File: config.mk
export PLATFORM = sky130hd
export DESIGN_NAME = lru_tag_lookup
export DESIGN_NICKNAME = d
export VERILOG_FILES = /design/src/rtl/lru_pkg.sv /design/src/rtl/lru_span_decode.sv /design/src/rtl/lru_way_match.sv /design/src/rtl/lru_order_update.sv /design/src/rtl/lru_tag_lookup.sv
export SDC_FILE = /design/constraint.sdc
export NUM_CORES = 2
export LEC_CHECK = 0
export BUFFER_PORTS_ARGS = -buffer_cell sky130_fd_sc_hd__buf_2
export CORE_UTILIZATION = 65
export CTS_BUF_LIST = sky130_fd_sc_hd__clkbuf_8 sky130_fd_sc_hd__clkbuf_16
export DETAILED_ROUTE_END_ITERATION = 7
export PLACE_DENSITY = 0.84
export SLEW_MARGIN = 20
export SYNTH_ARGS = -nofsm -noshare
export SYNTH_HDL_FRONTEND = slang
export SYNTH_SLANG_ARGS = --single-unit
File: constraint.sdc
create_clock -name clk_i -period 6.9 [get_ports clk_i]
set_clock_uncertainty 0.15 [all_clocks]
set_input_delay 1.38 -clock clk_i [delete_from_list [all_inputs] [get_ports clk_i]]
set_output_delay 1.38 -clock clk_i [all_outputs]
set_load 0.02 [all_outputs]
File: src/rtl/lru_pkg.sv
package lru_pkg;
  typedef enum logic [1:0] {
    SPAN_ONE = 2'd0,
    SPAN_TWO = 2'd1,
    SPAN_BAD = 2'd2
  } span_e;
endpackage

File: src/rtl/lru_span_decode.sv
module lru_span_decode
  import lru_pkg::*;
#(
  parameter int ADDR_W = 32,
  parameter int SIZE_W = 5,
  parameter int LINE_W = 4,
  localparam int BLK_W = ADDR_W - LINE_W
) (
  input  logic [ADDR_W-1:0] addr_i,
  input  logic [SIZE_W-1:0] size_i,
  output logic [BLK_W-1:0]  blk_o,
  output logic [BLK_W-1:0]  nxt_blk_o,
  output span_e             span_o
);
  logic [ADDR_W-1:0] last_addr;
  logic [BLK_W-1:0]  last_blk;

  assign last_addr = addr_i + ADDR_W'(size_i) - ADDR_W'(1);
  assign blk_o     = addr_i[ADDR_W-1:LINE_W];
  assign last_blk  = last_addr[ADDR_W-1:LINE_W];
  assign nxt_blk_o = blk_o + BLK_W'(1);

  always_comb begin
    if (last_blk == blk_o)          span_o = SPAN_ONE;
    else if (last_blk == nxt_blk_o) span_o = SPAN_TWO;
    else                            span_o = SPAN_BAD;
  end
endmodule

File: src/rtl/lru_way_match.sv
module lru_way_match #(
  parameter int WAYS  = 4,
  parameter int BLK_W = 28,
  localparam int WAY_W = (WAYS > 1) ? $clog2(WAYS) : 1
) (
  input  logic [WAYS-1:0][BLK_W-1:0] tags_i,
  input  logic [WAYS-1:0]            vld_i,
  input  logic [BLK_W-1:0]           blk_i,
  output logic [WAYS-1:0]            hit_vec_o,
  output logic                       hit_o,
  output logic [WAY_W-1:0]           hit_way_o
);
  for (genvar k = 0; k < WAYS; k++) begin : g_cmp
    assign hit_vec_o[k] = vld_i[k] && (tags_i[k] == blk_i);
  end

  assign hit_o = |hit_vec_o;

  always_comb begin
    hit_way_o = '0;
    for (int k = WAYS - 1; k >= 0; k--) begin
      if (hit_vec_o[k]) hit_way_o = WAY_W'(k);
    end
  end
endmodule

File: src/rtl/lru_order_update.sv
module lru_order_update #(
  parameter int WAYS  = 4,
  parameter int BLK_W = 28,
  localparam int WAY_W = (WAYS > 1) ? $clog2(WAYS) : 1
) (
  input  logic [WAYS-1:0][BLK_W-1:0] tags_i,
  input  logic [WAYS-1:0]            vld_i,
  input  logic [BLK_W-1:0]           blk_i,
  input  logic                       hit_i,
  input  logic [WAY_W-1:0]           hit_way_i,
  output logic [WAYS-1:0][BLK_W-1:0] tags_o,
  output logic [WAYS-1:0]            vld_o
);
  // Front slot always receives the referenced block; older slots shift up to
  // the hit position, or across the whole row on a miss (tail drops out).
  assign tags_o[0] = blk_i;
  assign vld_o[0]  = 1'b1;

  for (genvar k = 1; k < WAYS; k++) begin : g_slot
    logic shift;
    assign shift     = !hit_i || (WAY_W'(k) <= hit_way_i);
    assign tags_o[k] = shift ? tags_i[k-1] : tags_i[k];
    assign vld_o[k]  = shift ? vld_i[k-1]  : vld_i[k];
  end
endmodule

File: src/rtl/lru_tag_lookup.sv
module lru_tag_lookup
  import lru_pkg::*;
#(
  parameter int ADDR_W     = 32,
  parameter int SIZE_W     = 5,
  parameter int LINE_BYTES = 16,
  parameter int WAYS       = 4,
  parameter int SETS       = 8,
  localparam int LINE_W = $clog2(LINE_BYTES),
  localparam int SET_W  = (SETS > 1) ? $clog2(SETS) : 1,
  localparam int WAY_W  = (WAYS > 1) ? $clog2(WAYS) : 1,
  localparam int BLK_W  = ADDR_W - LINE_W
) (
  input  logic              clk_i,
  input  logic              rst_ni,
  input  logic              req_valid_i,
  input  logic [ADDR_W-1:0] req_addr_i,
  input  logic [SIZE_W-1:0] req_size_i,
  output logic              resp_valid_o,
  output logic              resp_hit_o,
  output logic              err_o
);
  logic [SETS-1:0][WAYS-1:0][BLK_W-1:0] tag_q;
  logic [SETS-1:0][WAYS-1:0]            vld_q;

  logic             pend_q;
  logic [BLK_W-1:0] pend_blk_q;
  logic             pend_miss_q;

  logic [BLK_W-1:0] req_blk, req_nxt_blk, lk_blk;
  span_e            req_span;
  logic             req_take, lk_en;
  logic [SET_W-1:0] set_idx;

  logic [WAYS-1:0]            hit_vec;
  logic                       lk_hit;
  logic [WAY_W-1:0]           lk_way;
  logic [WAYS-1:0][BLK_W-1:0] new_tags;
  logic [WAYS-1:0]            new_vld;

  lru_span_decode #(
    .ADDR_W(ADDR_W), .SIZE_W(SIZE_W), .LINE_W(LINE_W)
  ) u_span (
    .addr_i    (req_addr_i),
    .size_i    (req_size_i),
    .blk_o     (req_blk),
    .nxt_blk_o (req_nxt_blk),
    .span_o    (req_span)
  );

  // Requests are dropped while the second half of a crossing access runs.
  assign req_take = req_valid_i && !pend_q;
  assign lk_en    = pend_q || (req_take && (req_span != SPAN_BAD));
  assign lk_blk   = pend_q ? pend_blk_q : req_blk;
  assign set_idx  = lk_blk[SET_W-1:0];

  lru_way_match #(.WAYS(WAYS), .BLK_W(BLK_W)) u_match (
    .tags_i    (tag_q[set_idx]),
    .vld_i     (vld_q[set_idx]),
    .blk_i     (lk_blk),
    .hit_vec_o (hit_vec),
    .hit_o     (lk_hit),
    .hit_way_o (lk_way)
  );

  lru_order_update #(.WAYS(WAYS), .BLK_W(BLK_W)) u_order (
    .tags_i    (tag_q[set_idx]),
    .vld_i     (vld_q[set_idx]),
    .blk_i     (lk_blk),
    .hit_i     (lk_hit),
    .hit_way_i (lk_way),
    .tags_o    (new_tags),
    .vld_o     (new_vld)
  );

  always_ff @(posedge clk_i or negedge rst_ni) begin
    if (!rst_ni) begin
      tag_q <= '0;
      vld_q <= '0;
    end else if (lk_en) begin
      tag_q[set_idx] <= new_tags;
      vld_q[set_idx] <= new_vld;
    end
  end

  always_ff @(posedge clk_i or negedge rst_ni) begin
    if (!rst_ni) begin
      pend_q       <= 1'b0;
      pend_blk_q   <= '0;
      pend_miss_q  <= 1'b0;
      resp_valid_o <= 1'b0;
      resp_hit_o   <= 1'b0;
      err_o        <= 1'b0;
    end else begin
      resp_valid_o <= 1'b0;
      resp_hit_o   <= 1'b0;
      err_o        <= 1'b0;
      if (pend_q) begin
        pend_q       <= 1'b0;
        resp_valid_o <= 1'b1;
        resp_hit_o   <= !pend_miss_q && lk_hit;
      end else if (req_take) begin
        unique case (req_span)
          SPAN_ONE: begin
            resp_valid_o <= 1'b1;
            resp_hit_o   <= lk_hit;
          end
          SPAN_TWO: begin
            pend_q      <= 1'b1;
            pend_blk_q  <= req_nxt_blk;
            pend_miss_q <= !lk_hit;
          end
          default: err_o <= 1'b1;
        endcase
      end
    end
  end
endmodule

==> reports/qor.csv <==
stage;metric;value;unit
run_status;status;complete, no violations;
finish;num-fill-cells;4782;
sta;setup_viol;0;
placed_design;dp_hpwl;108000;um
detailed_routing;met2WireLength;72800;um
sta;maxSlewViolCount;0;
placed_design;place_inst;5285;
sta;worstMarginPinSlew;1.30;ns
global_route;grt_use_total;42.7;%
sta;tns;0;ns
clocking;clkLatencyLatePin;0.68;ns
setup_path;cp_max_fo;29;
synth;yosysSeqAreaShare;48.1;%
floorplanning;die-area;0.0781;mm^2
global_route;grt_pass1_vias;39600;
flow_run;drv_cap;0;
global_route;antenna_found_initial;4;
detailed_routing;drtPass1Iterations;7;
setup_path;crit_buf_inv;6;
power_and_ir_drop;irDropWorstVdd;0.000258;V
detailed_routing;top_layer_used;met5;
setup_path;r2r_cells;13;
sta;rsz0062_at_grt;no;
sta;hold_viol_final;0;
detailed_routing;viasPerCell;7.11;
floorplanning;core;0.0761;mm^2
clocking;cts-buffers-inserted;98;
synth;syn-mean-instance-area;11.7;um^2
floorplanning;die-height;279;um
setup_path;critical_path.cell_chain;buf_2 > inv_1 > ha_1 > inv_1 > ha_1 > o21a_1 > nand4_1 > o21ai_1 > a21oi_1 > o31ai_1 > xnor2_1 > or4_1 > nor4_1 > buf_4 > nor4bb_1 > or3b_1 > buf_12 > and3_4 > buf_12 > mux2_1;
synth;ys_top_cells_by_count;dfrtp_1 (961), mux2_2 (803), nand2_1 (326);
setup_path;cp_slowest_cell;or4_1;
floorplanning;die_w;279;um
synth;synthTopCellsByArea;dfrtp_1 (48%), mux2_2 (18%), mux2i_1 (3.8%);
sta;fin_crit_sh;92.2;%
detailed_routing;vias;38900;
placed_design;dpl-instance-area;0.0529;mm^2
min_path;hold_class;reg2reg;
setup_path;critical-path-max-stage-delay;0.57;ns
clocking;ctsLongestPathBuffers;3;
finish;fin_cells;5468;
setup_path;crit_cells;20;
floorplanning;io_pins;43;
synth;yosysTopAreaCell;dfrtp_1;
detailed_routing;routed_wl;165000;um
min_path;min_path_cells;1;
global_route;grt_pass1_wl;250000;um
synth;synth.distinct_cells;89;
synth;ys_ff_latch;961;
clocking;htreeDepth;3;
global_route;grt_max_degree;179;
placed_design;port_buffers;42;
detailed_routing;first_iter_violations;5185;
finish;drive_above_1_share;30.1;%
setup_path;cp_top_family;simple AND/OR/NAND/NOR gates;
synth;yosys_warnings;0;
clocking;clk_pin_slew;0.06;ns
sta;fmax;157;MHz
finish;syn2layout_area_growth;12.5;%
power_and_ir_drop;cellLeakagePower;27.6;nW
floorplanning;start_util;65.8;%
synth;ys.flop_type;dfrtp_1;
synth;synth_cells;4266;
detailed_routing;drt-met1-wl;61700;um
power_and_ir_drop;power.density;223;mW/mm^2
floorplanning;row_count;101;
synth;synth_most_common_cell;dfrtp_1;
global_route;overflow;0;
power_and_ir_drop;finalPower;12.5;mW
clocking;post_cts_buffers;0;
finish;fin_area;0.0563;mm^2
detailed_routing;ant_nets;0;
setup_path;cp.arrival;6.74;ns
placed_design;globalplace.congestion;1.05;
clocking;cts_tree;built;
clocking;root_buffer;clkbuf_16;
synth;synth_area;0.0500;mm^2
sta;slew_headroom;12.8;%
synth;synthArstFlopShare;100;%
setup_path;endpoint_kind;flip-flop;
clocking;cts.hold.buffers_added;0;
synth;yosysTopAreaCellShare;48.1;%
clocking;cts_resized;0;
detailed_routing;met3_length;19500;um
detailed_routing;drc;0;
setup_path;worstPathRequired;7.28;ns
clocking;clock-sinks;961;
detailed_routing;wl_per_cell;30.3;um
sta;finalCriticalPeriod;6.36;ns
sta;hold_slack;0.314;ns
synth;synth_edf_count;0;
setup_path;worst_setup_path_start_kind;primary input;
synth;syn_nets;4365;
finish;fin_nets;4454;
setup_path;path_class;in2reg;
-- report_power, final --
| part | leakage [nW] | internal [mW] | switching (mW) |
|---|---|---|---|
| sequential | 13.2 | 5.64 | 0.0000817 |
| clock | 1.75 | 3.24 | 2.32 |
| combinational | 12.6 | 0.388 | 0.957 |
-- state kept, by name, summed over array words and instances (netlist names) --
name	flops
pend_blk_q	28
pend_miss_q	1
tag_q	896
vld_q	32
resp_hit_o	1
pend_q	1
err_o	1
resp_valid_o	1
-- worst paths after layout --
| kind | from | to | slack [ns] |
|---|---|---|---|
| setup / recovery | req_addr_i[4] | tag_q[132]$_DFFE_PN0P_ | 0.54 |
| hold / removal | tag_q[562]$_DFFE_PN0P_ | tag_q[562]$_DFFE_PN0P_ | 0.31 |
| setup reg to reg | pend_q$_DFF_PN0_ | tag_q[33]$_DFFE_PN0P_ | 0.78 |
| hold reg to reg | tag_q[562]$_DFFE_PN0P_ | tag_q[562]$_DFFE_PN0P_ | 0.31 |
| max in group asynchronous | rst_ni | tag_q[549]$_DFFE_PN0P_ | 4.52 |
| min in group asynchronous | rst_ni | pend_blk_q[26]$_DFFE_PN0P_ | 0.66 |
-- final cells by class --
class                           count  area, um^2  area share (%)
Antenna cell                        3        7.51          0.0133
Clock buffer                      125        2840            5.04
Clock inverter                     55         572            1.02
Inverter                           93         349           0.620
Multi-Input combinational cell   2910       24600            43.6
Sequential cell                   961       24000            42.7
Tap cell                         1030        1290            2.29
Timing Repair Buffer              291        2630            4.67
-- layer usage --
metal,up-vias,global-route usage (%)
met5,-,0
met4,2,26.1
met3,730,12.1
met2,2710,63.4
met1,19600,55.8
li1,15800,-
-- through the flow --
step | setup slack (ns) | utilization, %
after floorplan | 0.714 | -
after global placement | 0.0213 | 69.5
after detailed placement | 0.00563 | 69.5
after CTS | 0.643 | 74.0
after global routing | 0.358 | 74.0
final | 0.536 | 74.0
-- cell usage in the layout, fill, tap and decap left out, types with 48 or more instances in the layout --
master	n
nand4_1	48
inv_1	111
mux2_1	104
a221oi_1	52
o21ai_0	75
mux2i_1	186
nand3_1	78
xor2_1	62
nor2_1	91
a21oi_1	209
ha_1	59
clkbuf_16	99
buf_4	206
mux2_2	802
a22oi_1	73
nand2_1	326
dfrtp_1	960
xnor2_1	139
-- cell families (layout without fill, tap and decap cells) --
logic type,Yosys count,after routing,share of synthesized area [%]
xor+xnor,209,209,3.86
other cells,0,3,0
compound gates,719,719,9.79
flops,961,961,48.1
buf+inv,395,564,3.36
mux,1127,1127,25.5
fa+ha+maj,59,59,1.48
simple gates,796,796,7.97
(Power assumes the default switching activity.)
